### src/rtl/shmd_pkg.sv
package shmd_pkg;

  typedef enum logic [2:0] {
    SEL_MCAND  = 3'd0,
    SEL_MPLIER = 3'd1,
    SEL_DVD_LO = 3'd2,
    SEL_DVD_HI = 3'd3,
    SEL_DIVSR  = 3'd4
  } wr_sel_e;

  typedef enum logic [1:0] {
    OP_NONE = 2'd0,
    OP_MUL  = 2'd1,
    OP_DIV  = 2'd2
  } op_e;

endpackage

### src/rtl/shmd_operands.sv
module shmd_operands
  import shmd_pkg::*;
#(
  parameter int OPW = 8,
  localparam int DW = 2 * OPW
) (
  input  logic           clk,
  input  logic           rst_n,
  input  logic           wr_en,
  input  logic [2:0]     wr_sel,
  input  logic [OPW-1:0] wr_data,
  output logic [OPW-1:0] mcand,
  output logic [DW-1:0]  dividend,
  output logic [OPW-1:0] launch_val,
  output logic           start_mul,
  output logic           start_div
);

  logic [OPW-1:0] mcand_q;
  logic [DW-1:0]  dvd_q;

  always_ff @(posedge clk) begin
    if (!rst_n) begin
      mcand_q <= '0;
      dvd_q   <= '0;
    end else if (wr_en) begin
      case (wr_sel)
        SEL_MCAND:  mcand_q          <= wr_data;
        SEL_DVD_LO: dvd_q[OPW-1:0]   <= wr_data;
        SEL_DVD_HI: dvd_q[DW-1:OPW]  <= wr_data;
        default: ;
      endcase
    end
  end

  // launch decode: a write to the second operand begins the operation
  assign start_mul  = wr_en && (wr_sel == SEL_MPLIER);
  assign start_div  = wr_en && (wr_sel == SEL_DIVSR);
  assign launch_val = wr_data;
  assign mcand      = mcand_q;
  assign dividend   = dvd_q;

endmodule

### src/rtl/shmd_sequencer.sv
module shmd_sequencer
  import shmd_pkg::*;
#(
  parameter int OPW = 8,
  localparam int DW     = 2 * OPW,
  localparam int MSTEPS = OPW,
  localparam int DSTEPS = DW,
  localparam int CW     = $clog2(DSTEPS + 1)
) (
  input  logic          clk,
  input  logic          rst_n,
  input  logic          start_mul,
  input  logic          start_div,
  input  logic          step_en,
  output logic          mul_fire,
  output logic          div_fire,
  output logic          busy,
  output logic [CW-1:0] mcnt,
  output logic [CW-1:0] dcnt,
  output op_e           op_now
);

  logic [CW-1:0] mcnt_q, dcnt_q;
  logic          launch;

  assign launch = start_mul || start_div;

  always_ff @(posedge clk) begin
    if (!rst_n) begin
      mcnt_q <= '0;
      dcnt_q <= '0;
    end else if (start_mul) begin
      mcnt_q <= CW'(MSTEPS);
      dcnt_q <= '0;
    end else if (start_div) begin
      dcnt_q <= CW'(DSTEPS);
      mcnt_q <= '0;
    end else if (step_en) begin
      if (mcnt_q != '0) mcnt_q <= mcnt_q - 1'b1;
      if (dcnt_q != '0) dcnt_q <= dcnt_q - 1'b1;
    end
  end

  always_comb begin
    op_now = OP_NONE;
    if (mcnt_q != '0)      op_now = OP_MUL;
    else if (dcnt_q != '0) op_now = OP_DIV;
  end

  assign mul_fire = step_en && !launch && (op_now == OP_MUL);
  assign div_fire = step_en && !launch && (op_now == OP_DIV);
  assign busy     = (op_now != OP_NONE);
  assign mcnt     = mcnt_q;
  assign dcnt     = dcnt_q;

endmodule

### src/rtl/shmd_datapath.sv
module shmd_datapath #(
  parameter int OPW = 8,
  localparam int DW = 2 * OPW,
  localparam int SW = DW + OPW
) (
  input  logic           clk,
  input  logic           rst_n,
  input  logic           start_mul,
  input  logic           start_div,
  input  logic           mul_fire,
  input  logic           div_fire,
  input  logic [OPW-1:0] mcand,
  input  logic [DW-1:0]  dividend,
  input  logic [OPW-1:0] launch_val,
  output logic           div_take,
  output logic [DW-1:0]  acc,
  output logic [DW-1:0]  qm
);

  logic [DW-1:0] acc_q, qm_q;
  logic [SW-1:0] shf_q;

  // multiply: conditional accumulate of the running shifted multiplicand
  function automatic logic [DW-1:0] f_mul_acc(input logic [DW-1:0] a,
                                              input logic [SW-1:0] s,
                                              input logic          bit0);
    return bit0 ? a + s[DW-1:0] : a;
  endfunction

  // divide: does the trial subtraction fit
  function automatic logic f_div_fits(input logic [DW-1:0] r,
                                      input logic [SW-1:0] s);
    return {{OPW{1'b0}}, r} >= s;
  endfunction

  function automatic logic [DW-1:0] f_div_rem(input logic [DW-1:0] r,
                                              input logic [SW-1:0] s,
                                              input logic          fits);
    return fits ? r - s[DW-1:0] : r;
  endfunction

  logic [DW-1:0] acc_mul, qm_mul, acc_div, qm_div;
  logic [SW-1:0] shf_mul, shf_div;

  always_comb begin
    acc_mul  = f_mul_acc(acc_q, shf_q, qm_q[0]);
    qm_mul   = qm_q >> 1;
    shf_mul  = shf_q << 1;
    shf_div  = shf_q >> 1;
    div_take = f_div_fits(acc_q, shf_div);
    acc_div  = f_div_rem(acc_q, shf_div, div_take);
    qm_div   = {qm_q[DW-2:0], div_take};
  end

  always_ff @(posedge clk) begin
    if (!rst_n) begin
      acc_q <= '0;
      qm_q  <= '0;
      shf_q <= '0;
    end else if (start_mul) begin
      acc_q <= '0;
      qm_q  <= DW'(launch_val);
      shf_q <= SW'(mcand);
    end else if (start_div) begin
      acc_q <= dividend;
      qm_q  <= '0;
      shf_q <= {launch_val, {DW{1'b0}}};
    end else if (mul_fire) begin
      acc_q <= acc_mul;
      qm_q  <= qm_mul;
      shf_q <= shf_mul;
    end else if (div_fire) begin
      acc_q <= acc_div;
      qm_q  <= qm_div;
      shf_q <= shf_div;
    end
  end

  assign acc = acc_q;
  assign qm  = qm_q;

endmodule

### src/rtl/shmd_unit.sv
module shmd_unit
  import shmd_pkg::*;
#(
  parameter int OPW = 8,
  localparam int DW = 2 * OPW,
  localparam int CW = $clog2(DW + 1)
) (
  input  logic           clk,
  input  logic           rst_n,
  input  logic           wr_en,
  input  logic [2:0]     wr_sel,
  input  logic [OPW-1:0] wr_data,
  input  logic           step_en,
  output logic           busy,
  output logic [DW-1:0]  acc_out,
  output logic [DW-1:0]  qm_out
);

  logic [OPW-1:0] mcand, launch_val;
  logic [DW-1:0]  dividend;
  logic           start_mul, start_div;
  logic           mul_fire, div_fire, div_take;
  logic [CW-1:0]  mcnt, dcnt;
  op_e            op_now;

  shmd_operands #(.OPW(OPW)) u_opnd (
    .clk(clk), .rst_n(rst_n), .wr_en(wr_en), .wr_sel(wr_sel),
    .wr_data(wr_data), .mcand(mcand), .dividend(dividend),
    .launch_val(launch_val), .start_mul(start_mul), .start_div(start_div)
  );

  shmd_sequencer #(.OPW(OPW)) u_seq (
    .clk(clk), .rst_n(rst_n), .start_mul(start_mul), .start_div(start_div),
    .step_en(step_en), .mul_fire(mul_fire), .div_fire(div_fire),
    .busy(busy), .mcnt(mcnt), .dcnt(dcnt), .op_now(op_now)
  );

  shmd_datapath #(.OPW(OPW)) u_dp (
    .clk(clk), .rst_n(rst_n), .start_mul(start_mul), .start_div(start_div),
    .mul_fire(mul_fire), .div_fire(div_fire), .mcand(mcand),
    .dividend(dividend), .launch_val(launch_val), .div_take(div_take),
    .acc(acc_out), .qm(qm_out)
  );

endmodule

### config.mk
export PLATFORM = sky130hd
export DESIGN_NAME = shmd_unit
export DESIGN_NICKNAME = d
export VERILOG_FILES = /design/src/rtl/shmd_pkg.sv /design/src/rtl/shmd_operands.sv /design/src/rtl/shmd_sequencer.sv /design/src/rtl/shmd_datapath.sv /design/src/rtl/shmd_unit.sv
export SDC_FILE = /design/constraint.sdc
export NUM_CORES = 1
export LEC_CHECK = 0
export ABC_AREA = 1
export CORE_ASPECT_RATIO = 0.75
export CORE_MARGIN = 10
export CORE_UTILIZATION = 25
export CTS_CLUSTER_SIZE = 28
export DETAILED_ROUTE_END_ITERATION = 16
export DONT_BUFFER_PORTS = 1
export GPL_TIMING_DRIVEN = 0
export PLACE_DENSITY = 0.45
export SETUP_SLACK_MARGIN = 0.05
export SYNTH_ARGS = -nofsm -noshare
export SYNTH_HDL_FRONTEND = slang
export SYNTH_SLANG_ARGS = --single-unit
### constraint.sdc
create_clock -name clk -period 4.32 [get_ports clk]
set_input_delay 0.432 -clock clk [delete_from_list [all_inputs] [get_ports clk]]
set_output_delay 0.432 -clock clk [all_outputs]
set_load 0.02 [all_outputs]
# Yosys cells after proc, flatten, opt, wreduce, memory -nomap -nowiden
# Cells that the tools add are included.
[classes] shifts=0 n_reduce_logical=30 eq_ne=7 addsub=4 n_div=0 bitwise=1 n_lt_le_gt_ge=1 mul=0 muxes=22
[op_table] operator="2-to-1 mux 16 bit" n=5
[op_table] operator="2-to-1 mux 24 bit" n=3
[op_table] operator="2-to-1 mux 15 bit" n=2
[op_table] operator="2-to-1 mux 8 bit" n=3
[op_table] operator=">= comparator 16 x 23 -> 1 bit" n=1
[op_table] operator="adder 16 bit" n=1
[op_table] operator="2-to-1 mux 4 bit" n=4
[op_table] operator="subtractor 16 bit" n=1
[op_table] operator="2-to-1 mux 5 bit" n=3
[op_table] operator="AND reduction 2 bit" n=7
[op_table] operator="nonzero test 3 bit" n=4
[op_table] operator="nonzero test 5 bit" n=2
[op_table] operator="subtractor 5 x 1 -> 5 bit, second input constant" n=2
[op_table] operator="nonzero test 2 bit" n=4
[op_table] operator="== test 3 x 2 -> 1 bit, second input constant" n=2
[op_table] operator="logical AND 1 bit" n=5
[op_table] operator="2-to-1 mux 2 bit" n=2
[op_table] operator="nonzero test 4 bit" n=1
[op_table] operator="OR reduction 4 bit" n=1
[op_table] operator="== test 3 x 1 -> 1 bit, second input constant" n=1
[op_table] operator="== test 3 bit, second input constant" n=1
[op_table] operator="logical NOT 3 bit" n=1
[op_table] operator="!= test 3 x 1 -> 1 bit, second input constant" n=1
[op_table] operator="AND reduction 3 bit" n=1
[op_table] operator="7 further kinds" n=7
[word_totals] in_bits=15 mem_bits_ro=0 latchBits=0 memories=0 register_bits=90 ramBits=0 wordCells=79

# Depth between registers and ports, before layout
# Gate-level depths: netlist of run 1.
[depth] word_depth=10 mapped_depth=27 ltp_nobuf=24

# Modules after synthesis
# Synthesis of run 1 repeated with hierarchy kept, for this count alone.
[hier_totals] cells_unflattened=954 area_unflattened_um2=6312.3
[modules_own_cells] module="shmd_datapath" area_per_inst_um2=4595.7 cells_per_inst=711 n_inst=1 seq_area_each_um2=1121.1
[modules_own_cells] module="shmd_operands" area_per_inst_um2=1093.5 cells_per_inst=157 n_inst=1 seq_area_each_um2=480.5
[modules_own_cells] module="shmd_sequencer" area_per_inst_um2=623.1 cells_per_inst=86 n_inst=1 seq_area_each_um2=200.2

# Least setup slack after synthesis of run 1
# No wires, ideal clock.
[synth_path] kind="reg-to-reg" from="register u_seq.mcnt_q[0], in the netlist u_seq.mcnt[0]" to="register u_dp.acc_q[12], in the netlist u_dp.acc[12]" arrival_ns=2.984 synth_period_minus_slack_ns=3.054 path_stages_with_launch=26 path_buffers=3 slack_ns=1.266 setup_time_ns=0.070 path_cell_list="dfxtp_1 inv_1 ha_1 inv_1 nor2_1 nand2_2 nand2_1 inv_2 nand2_4 buf_2 buf_4 buf_2 a21oi_1 ha_1 fa_1 nand3_1 nand2_1 nand2_1 nand2_1 nand2_1 nand2_1 nand2_1 nand3_1 o21ai_0 nand2_1 a21oi_2"
[synth_via] elab_chain_cells=6 elab_cells_between_ends=12
[synth_lines] element="start, declared" line_no="shmd_sequencer.sv:23" source="logic [CW-1:0] mcnt_q, dcnt_q;"
[synth_lines] element="start signal, assigned" line_no="shmd_sequencer.sv:33" source="mcnt_q <= CW'(MSTEPS);"
[synth_lines] element="start signal, assigned" line_no="shmd_sequencer.sv:39" source="if (mcnt_q != '0) mcnt_q <= mcnt_q - 1'b1;"
[synth_lines] element="nonzero test 5 bit *" line_no="shmd_sequencer.sv:46" source="if (mcnt_q != '0) op_now = OP_MUL;"
[synth_lines] element="2-to-1 mux 2 bit *" line_no="shmd_sequencer.sv:46"
[synth_lines] element="== test 2 x 1 -> 1 bit / == test 2 bit (equally long branches)" line_no="shmd_sequencer.sv:50, shmd_sequencer.sv:51"
[synth_lines] element="logical AND 1 bit (on tied branches)" line_no="shmd_sequencer.sv:50, shmd_sequencer.sv:51"
[synth_lines] element="!= test 3 x 1 -> 1 bit (no line) (tied with other cells)"
[synth_lines] element="AND reduction 3 bit (no line) / 2-to-1 mux 16 bit (equally long branches)"
[synth_lines] element="end signal, assigned" line_no="shmd_datapath.sv:65" source="acc_q <= dividend;"
[synth_lines] element="end signal, assigned" line_no="shmd_datapath.sv:69" source="acc_q <= acc_mul;"
[synth_lines] element="end signal, assigned" line_no="shmd_datapath.sv:73" source="acc_q <= acc_div;"
[synth_lines] element="end, declared" line_no="shmd_datapath.sv:20" source="logic [DW-1:0] acc_q, qm_q;"
# Mark *: on every way between the ends. The rest lies on a longest branch, timed or not.
# A chain may end at the register's enable or synchronous reset.

# Worst setup path in the final report of run 1
# Same ends and word-level chain as after synthesis.

==> impl_metrics.csv, run 1 <==
group,metric,value,unit
global_routing,grt_util_all_layers,0.138,
final_layout,instances_no_fill,1164,
final_layout,final_nets,913,
sta,fin_crit,3.89,ns
drt,first_pass_iters,5,
final_layout,final-seq-area,1800,µm²
die,die_w,196,µm
die,dieHeight,152,µm
clocking,postCtsSetupBuffers,0,
sta,finalClockSkew,0.0102,ns
final_layout,multi_input_area,3470,µm²
global_routing,grt_max_degree,15,
clocking,cts-root-buf,"clkbuf_16",
synthesis,async_reset_ff_frac,0,
final_layout,n_antenna_cell,0,
worst_setup_path,crit_required,4.52,ns
synthesis,synth-seq-area-share,0.310,
global_routing,antenna_found_initial,0,
synthesis,synthesis.area,5810,µm²
sta,slew_viol_final,0,
place,hpwl,16300,µm
clocking,clock_latency,0.35,ns
place,port_buffers,0,
clocking,tritoncts,"done",
sta,tightest_slew,0.805,ns
worst_setup_path,cp_max_fo,10,
drt,vias_per_cell,4.87,
die,core,22900,µm²
final_layout,n_fill_cell,2575,
worst_setup_path,start_kind,"flip-flop",
drt,drc_errors,0,
die,floorplan.initialDensity,0.253,
place,dpl.cell_count,1148,
final_layout,design_area,6460,µm²
worst_setup_path,r2r_slack,0.43,ns
worst_setup_path,arrival,4.10,ns
min_path,hold_depth,2,
min_path,hold_class,"in2reg",
drt,drt-initial-drc-count,522,
clocking,post_cts_resized,0,
job,maxCapViolCount,0,
synthesis,synth_edf_count,0,
worst_setup_path,end_kind,"flip-flop",
pwr,power.density,869,nW/µm²
drt,wl,20700,µm
sta,slew_headroom,0.464,
die,design.die.area,29800,µm²
global_routing,grt_pass1_vias,5209,
pwr,ir_worst_vdd,218,µV
synthesis,synthDistinctLibCells,48,
final_layout,drive_above_1_share,0.0914,
drt,vias,5666,
worst_setup_path,r2r_cells,24,
clocking,numCtsBuffers,9,
final_layout,area_growth,11.3,%
die,boundaryPins,48,
place,place_congestion,0.889,
sta,finalSetupViolCount,0,
synthesis,synth_fp_nets,902,
sta,min_period_over_period,0.901,
outcome,status,"finished clean",
synthesis,synth_cells,848,
sta,fmax,257,MHz
sta,fin_tns_setup,0,ns
pwr,p_leak,2.70,nW
synthesis,synth_flop_cell,"dfxtp_1",
place,dpl_cell_area,6180,µm²
worst_setup_path,r2r_start,"u_seq.mcnt[0]",
worst_setup_path,r2r-end,"u_dp.acc[12]",
sta,hold_viol,0,
clocking,clk_pin_slew_worst_paths,0.07,ns
clocking,cts_buffer_depth,2,
synthesis,yosysWarnings,0,
die,rows,48,
drt,ant_nets,0,
synthesis,avgSynthCellArea,6.85,µm²
drt,wl_per_cell,17.8,µm
synthesis,ys_seq_elements,90,
sta,rsz0062_at_grt,"no",
min_path,hold_path.startpoint,"rst_n",
global_routing,grt_overflow,0,
clocking,htreeDepth,3,
clocking,clock-sinks,90,
clocking,holdBufCountCts,0,
min_path,hold_path_end,"u_opnd.dividend[2]",
global_routing,grt_pass1_wl,32300,µm
worst_setup_path,critPathKind,"reg2reg",
-- kinds of logic (layout without fill, tap and decap cells) --
group                      after synthesis  count (layout)  synth area share
and+or+nand+nor                        368             368             0.282
AOI/OAI and AO/OA                      207             207             0.208
buffers and inverters                  129             145            0.0924
DFF                                     90              90             0.310
adders and majority gates               39              39            0.0853
xor gates and xnor gates                15              15            0.0226
-- cell usage after synthesis (4+ instances only) --
cell type | instances | share of area
a21oi_1 | 76 | 0.066
clkbuf_1 | 9 | 0.0058
ha_1 | 38 | 0.082
xor2_1 | 12 | 0.018
inv_1 | 95 | 0.061
nor3_1 | 5 | 0.0043
nor2_1 | 109 | 0.070
nand3_1 | 34 | 0.029
nor2_4 | 4 | 0.0078
nand2_1 | 179 | 0.12
o22ai_1 | 15 | 0.016
nand3_2 | 10 | 0.017
buf_2 | 11 | 0.0095
o221ai_1 | 6 | 0.0090
o21ai_0 | 55 | 0.047
dfxtp_1 | 90 | 0.31
o2111ai_1 | 5 | 0.0075
a31oi_1 | 20 | 0.022
nand2_4 | 5 | 0.0097
inv_2 | 5 | 0.0032
or2_2 | 6 | 0.0065
a21oi_2 | 10 | 0.015
-- placed cells by master (no fill, tap or decap), drive strengths merged, types with 12 or more instances in the layout --
master  Yosys  layout
a21oi      86      86
a31oi      20      20
buf        17      17
clkbuf      9      21
dfxtp      90      90
ha         38      38
inv       101     101
nand2     186     186
nand3      44      44
nor2      117     117
o21ai      58      58
o22ai      15      15
xor2       12      12
-- worst max-delay path, cell delays in order (launching register included) --
cell     delay [ns]
dfxtp_1        0.31
inv_1          0.11
ha_1           0.16
inv_1          0.03
nor2_1         0.10
nand2_2        0.09
nand2_1        0.19
inv_2          0.14
nand2_4        0.13
buf_2          0.26
buf_4          0.23
buf_2          0.25
a21oi_1        0.10
ha_1           0.22
fa_1           0.46
nand3_1        0.11
nand2_1        0.10
nand2_1        0.09
nand2_1        0.09
nand2_1        0.10
nand3_1        0.08
nand3_1        0.08
o21ai_0        0.09
nand2_1        0.15
a21oi_2        0.07
-- final cells by class --
cell class	instances	area share
plain buffers	26	0.0226
clock buffers	12	0.0397
clock inverters	4	0.00406
inverters	103	0.0604
multi-input cells	629	0.536
flip-flops and latches	90	0.279
well taps	300	0.0581
-- flip-flops by register name, indices dropped and copies added (netlist names) --
| register | count |
|---|---|
| u_dp.shf_q | 24 |
| u_dp.acc | 16 |
| u_dp.qm | 16 |
| u_opnd.dividend | 16 |
| u_opnd.mcand | 8 |
| u_seq.dcnt | 5 |
| u_seq.mcnt | 5 |
-- metal layers --
| metal | GRT usage | wire length, µm | vias up |
|---|---|---|---|
| met5 | 0 | 0 | - |
| met4 | 0.0203 | 134 | 0 |
| met3 | 0.0438 | 1910 | 12 |
| met2 | 0.174 | 7670 | 171 |
| met1 | 0.217 | 11000 | 2628 |
| li1 | - | - | 2855 |
-- worst max path at each step --
| stage | start | end | slack, ns | depth (start not counted) |
|---|---|---|---|---|
| finish | u_seq.mcnt[0] | u_dp.acc[12] | 0.43 | 24 |
| global route | u_seq.mcnt[0] | u_dp.acc[11] | 0.11 | 25 |
| CTS | u_seq.mcnt[0] | u_dp.acc[10] | 0.43 | 21 |
| detailed placement | u_seq.mcnt[0] | u_dp.acc[10] | 0.44 | 21 |
| global placement | u_seq.mcnt[0] | u_dp.acc[10] | 0.43 | 21 |
| floorplan | u_seq.mcnt[0] | u_dp.acc[12] | 1.27 | 25 |
-- power breakdown --
part           switching, W  internal (W)
logic               0.00230       0.00119
registers          0.000340       0.00101
clock network      0.000352      0.000422
-- metrics by stage --
stage | power (W) | util | hold WS [ns] | setup slack [ns]
after global routing | 0.00617 | 0.282 | 0.200 | 0.112
after floorplan | 0.00386 | - | 0.424 | 1.27
after CTS | 0.00564 | 0.282 | 0.206 | 0.433
after global placement | 0.00484 | 0.269 | 0.443 | 0.429
final | 0.00562 | 0.282 | 0.221 | 0.427
after detailed placement | 0.00483 | 0.269 | 0.451 | 0.444
Power figures use the tool's default switching activity.
==> run 2: changes to the inputs <==
- PLACE_DENSITY: 0.45 -> default
- PLACE_DENSITY_LB_ADDON: default -> 0.3
==> run 2 against run 1 <==
Clock skew fell by 0.0028 ns. Critical path depth rose by 1. Die area did not move. Sequential power barely moved. Sequential share of layout area fell by 0.12 points. Critical path type unchanged. Maximum frequency fell by 0.66%. Clock power rose by 11%. Count of clock-buffer cells in the layout fell by 1. First-iteration DRC count rose by 6.1%. Via count rose by 0.42%.
==> impl_metrics.csv, run 2 (synthesis results as in run 1) <==
group,metric,value,unit
worst_setup_path,cp_max_fo,10,
sta,fin_crit,3.92,ns
min_path,hold_path_end,"u_opnd.dividend[4]",
drt,wl_per_cell,17.2,µm
final_layout,largest_reg_flops,24,
pwr,comb_power_share,0.610,
worst_setup_path,end_kind,"flip-flop",
final_layout,n_fill_cell,2603,
worst_setup_path,crit_required,4.60,ns
worst_setup_path,arrival,4.20,ns
worst_setup_path,r2r_start,"u_seq.mcnt[0]",
sta,finalClockSkew,0.00743,ns
sta,finalSetupViolCount,0,
worst_setup_path,crit_top_cell,"nand2_1",
worst_setup_path,start_kind,"flip-flop",
pwr,power.density,873,nW/µm²
global_routing,grt_overflow,0,
global_routing,grt_util_all_layers,0.134,
place,place_congestion,0.935,
sta,tightest_slew,0.784,ns
place,hpwl,15600,µm
pwr,p_sw,0.00296,W
clocking,tritoncts,"done",
drt,ant_nets,0,
drt,wl,20000,µm
pwr,pwr-share-clk,0.152,
die,die_w,196,µm
drt,drt-initial-drc-count,554,
worst_setup_path,r2r_slack,0.40,ns
clocking,cts_buffer_depth,2,
global_routing,grt_max_degree,15,
final_layout,drive_above_1_share,0.0903,
sta,hold_viol,0,
global_routing,grt_pass1_vias,5459,
drt,drc_errors,0,
worst_setup_path,r2r-end,"u_dp.acc[12]",
die,dieHeight,152,µm
pwr,p_sw_frac,0.521,
sta,min_period_over_period,0.907,
die,design.die.area,29800,µm²
sta,slew_viol_final,0,
global_routing,grt_pass1_wl,31700,µm
die,floorplan.initialDensity,0.253,
worst_setup_path,critPathKind,"reg2reg",
clocking,post_cts_resized,0,
drt,vias,5690,
sta,fmax,255,MHz
final_layout,instances_no_fill,1164,
die,boundaryPins,48,
pwr,intPower,0.00271,W
min_path,hold_path.startpoint,"wr_data[4]",
global_routing,antenna_found_initial,0,
sta,fin_tns_setup,0,ns
drt,vias_per_cell,4.89,
pwr,ir_worst_vdd,294,µV
final_layout,regMostFlops,"u_dp.shf_q",
clocking,htreeDepth,3,
clocking,holdBufCountCts,0,
final_layout,final_common_cell,"nand2_1",
worst_setup_path,r2r_cells,25,
drt,first_pass_iters,5,
clocking,numCtsBuffers,9,
clocking,clock_latency,0.35,ns
final_layout,most-common-layout-cells,"179 x nand2_1, 109 x nor2_1, 95 x inv_1",
worst_setup_path,crit_path_top_delay_cell,"fa_1",
pwr,seqPwrFrac,0.238,
clocking,clk_pin_slew_worst_paths,0.07,ns
place,port_buffers,0,
final_layout,area_growth,11.8,%
final_layout,n_antenna_cell,0,
place,dpl.cell_count,1148,
worst_setup_path,cpPeakStageDelay,0.46,ns
min_path,hold_class,"in2reg",
outcome,status,"finished clean",
final_layout,final_nets,913,
clocking,postCtsSetupBuffers,0,
min_path,hold_depth,2,
sta,slew_headroom,0.477,
sta,rsz0062_at_grt,"no",
pwr,p_leak,2.72,nW
die,rows,48,
clocking,clock-sinks,90,
clocking,cts-root-buf,"clkbuf_16",
job,maxCapViolCount,0,
die,core,22900,µm²
run 2: changes by cell type in the layout (fill, tap and decap cells not counted):
cell and delta:
bufinv_16 +2, clkbuf_8 -2, clkbuf_1 +1, clkinvlp_4 -1
run 2: per-stage QoR:
stage	cell area (µm²)	utilization	power, W	hold WS (ns)	worst slack [ns]
2_1_floorplan	5810	-	0.00386	0.424	1.27
3_5_place_dp	6180	0.269	0.00478	0.443	0.451
5_1_grt	6490	0.283	0.00624	0.199	0.0823
3_3_place_gp	6180	0.269	0.00476	0.437	0.495
6_report	6490	0.283	0.00567	0.217	0.402
4_1_cts	6490	0.283	0.00566	0.201	0.433
run 2: per-layer routing:
layer	global-route usage	up-vias	routed length, µm
li1	-	2869	-
met1	0.201	2597	10300
met2	0.172	203	7400
met3	0.0526	21	2070
met4	0.0261	0	205
met5	0	-	0
run 2: worst max-delay path, delay by kind of cell, from the launching register on:
| kind | cells | cell delay (ns) |
|---|---|---|
| and+or+nand+nor | 13 | 1.29 |
| buffers and inverters | 6 | 1.04 |
| adders and majority gates | 3 | 0.84 |
| AOI/OAI and AO/OA | 3 | 0.34 |
| DFF | 1 | 0.31 |
run 2: worst max path at each step:
stage / start / end
2_1_floorplan: u_seq.mcnt[0] / u_dp.acc[12]
3_3_place_gp: u_seq.mcnt[0] / u_dp.acc[10]
3_5_place_dp: u_seq.mcnt[0] / u_dp.acc[10]
4_1_cts: u_seq.mcnt[0] / u_dp.acc[10]
5_1_grt: u_seq.mcnt[0] / u_dp.acc[15]
6_report: u_seq.mcnt[0] / u_dp.acc[12]
run 2: power by group through the flow:
stage / combinational [W] / sequential, W / clock (W)
after floorplan: 0.00258 / 0.00128 / 0
after detailed placement: 0.00340 / 0.00138 / 0
after CTS: 0.00342 / 0.00136 / 0.000883
after global routing: 0.00394 / 0.00139 / 0.000910
after global placement: 0.00338 / 0.00138 / 0
final: 0.00346 / 0.00135 / 0.000862
run 2: final cells by class:
class	instances	area, µm²	area share
multi-input cells	629	3470	0.534
flip-flops and latches	90	1800	0.277
clock inverters	5	78.8	0.0121
inverters	103	390	0.0601
well taps	300	375	0.0578
clock buffers	11	233	0.0358
plain buffers	26	146	0.0225
==> run 3: changes to the inputs <==
- CORE_UTILIZATION: 25 -> 52
- PLACE_DENSITY: default -> 0.67
- PLACE_DENSITY_LB_ADDON: 0.3 -> default
==> run 3 against run 2 <==
Global-route usage rose by 8.8 points. Routed wire length is 11% lower. Clock skew shrank 0.0032 ns. Die area shrank 47%. Design area down 3.2%. Critical path depth decreased by 4. Count of clock-buffer cells in the layout stayed put. Clock power decreased by 6.0%.
==> impl_metrics.csv, run 3 (synthesis results as in run 1) <==
group,metric,value,unit
worst_setup_path,crit_required,4.52,ns
die,dieHeight,112,µm
sta,finalSetupViolCount,0,
clocking,htreeDepth,3,
place,hpwl,13900,µm
final_layout,largest_reg_flops,24,
clocking,clock_latency,0.34,ns
final_layout,drive_above_1_share,0.0914,
pwr,p_leak,2.70,nW
pwr,p_total,0.00557,W
sta,hold_viol,0,
sta,fmax,258,MHz
final_layout,design_area,6290,µm²
pwr,ir_worst_vdd,360,µV
drt,vias,5752,
die,rows,33,
clocking,cts_buffer_depth,2,
sta,min_period_over_period,0.897,
min_path,hold_class,"in2reg",
global_routing,grt_overflow,0,
worst_setup_path,critPathBufInv,6,
sta,fin_crit,3.88,ns
clocking,tritoncts,"done",
final_layout,area_growth,8.25,%
clocking,numCtsBuffers,9,
final_layout,regMostFlops,"u_dp.shf_q",
clocking,clk_pin_slew_worst_paths,0.07,ns
die,design.die.area,15800,µm²
clocking,holdBufCountCts,0,
global_routing,grt_pass1_vias,5461,
drt,ant_nets,0,
final_layout,final_nets,913,
global_routing,grt_util_all_layers,0.222,
sta,fin_tns_setup,0,ns
final_layout,final_util,0.575,
global_routing,antenna_found_initial,0,
die,core,10900,µm²
drt,drt-initial-drc-count,564,
global_routing,grt_max_degree,16,
sta,slew_headroom,0.505,
place,dpl_cell_area,5980,µm²
global_routing,grt_pass1_wl,28600,µm
drt,vias_per_cell,5.73,
place,port_buffers,0,
die,boundaryPins,48,
final_layout,n_antenna_cell,0,
worst_setup_path,end_kind,"flip-flop",
worst_setup_path,cpPeakStageDelay,0.35,ns
outcome,status,"finished clean",
worst_setup_path,cp_max_fo,10,
worst_setup_path,start_kind,"flip-flop",
drt,first_pass_iters,5,
clocking,post_cts_resized,0,
place,place_congestion,0.921,
pwr,power.density,886,nW/µm²
sta,slew_viol_final,0,
worst_setup_path,crit_top_cell,"nand2_1",
die,die_w,142,µm
clocking,cts-root-buf,"clkbuf_16",
drt,wl_per_cell,17.7,µm
drt,wl,17800,µm
sta,tightest_slew,0.737,ns
sta,finalClockSkew,0.00424,ns
worst_setup_path,critical-path-top-delay-family,"buffers and inverters",
final_layout,most-common-layout-cells,"179 x nand2_1, 109 x nor2_1, 95 x inv_1",
worst_setup_path,critPathKind,"reg2reg",
clocking,clock-sinks,90,
worst_setup_path,crit_path_top_delay_cell,"ha_1",
place,dpl.cell_count,988,
clocking,postCtsSetupBuffers,0,
final_layout,instances_no_fill,1004,
job,maxCapViolCount,0,
sta,rsz0062_at_grt,"no",
drt,drc_errors,0,
worst_setup_path,arrival,4.08,ns
final_layout,final_common_cell,"nand2_1",
worst_setup_path,crit_path_cell_trace,"inv_1 > ha_1 > inv_1 > nor2_1 > nand2_2 > nand2_1 > inv_2 > nand2_4 > buf_2 > buf_4 > buf_2 > nor2_1 > a31oi_1 > ha_1 > nand2_1 > o21ai_0 > nand2_1 > nand3_1 > xor2_1 > a21oi_1 > a21oi_2",
die,floorplan.initialDensity,0.531,
run 3: layout make-up:
type | instances | area, µm²
Inverter | 103 | 390
Clock buffer | 11 | 243
Sequential cell | 90 | 1800
Tap cell | 140 | 175
Clock inverter | 5 | 61.3
Fill cell | 1048 | 4660
Multi-Input combinational cell | 629 | 3470
Buffer | 26 | 146
run 3: metal layers:
metal | global-route usage | vias up | share of wire
met4 | 0.0659 | 0 | 0.020
li1 | - | 2847 | -
met1 | 0.307 | 2624 | 0.46
met3 | 0.0667 | 30 | 0.11
met2 | 0.323 | 251 | 0.42
met5 | 0 | - | 0
run 3: worst paths after layout:
kind | start | endpoint | slack [ns] | depth (start not counted)
hold / removal | rst_n | u_opnd.dividend[2] | 0.22 | 2
hold reg to reg | u_opnd.mcand[0] | u_opnd.mcand[0] | 0.45 | 2
setup reg to reg | u_seq.mcnt[0] | u_dp.acc[10] | 0.44 | 21
setup / recovery | u_seq.mcnt[0] | u_dp.acc[10] | 0.44 | 21
run 3: metrics by stage:
| stage | worst slack, ns | hold WS [ns] |
|---|---|---|
| final | 0.445 | 0.223 |
| after CTS | 0.509 | 0.218 |
| after detailed placement | 0.533 | 0.449 |
| after global routing | 0.170 | 0.228 |
| after global placement | 0.574 | 0.444 |
| after floorplan | 1.27 | 0.424 |
run 3: worst reg2reg max path, delay by kind of cell, from the launching register on:
kind	cells	cell delay, ns
AO/OA/AOI/OAI	4	0.91
XOR/XNOR	1	0.15
adder cells (fa/ha/maj)	2	0.51
buffers and inverters	6	1.00
flip-flops	1	0.31
AND/OR/NAND/NOR	8	0.86
run 3: report_power, final:
part	switching, W	internal [W]
Sequential	0.000321	0.00101
Clock	0.000343	0.000467
Combinational	0.00224	0.00119
Total	0.00290	0.00267
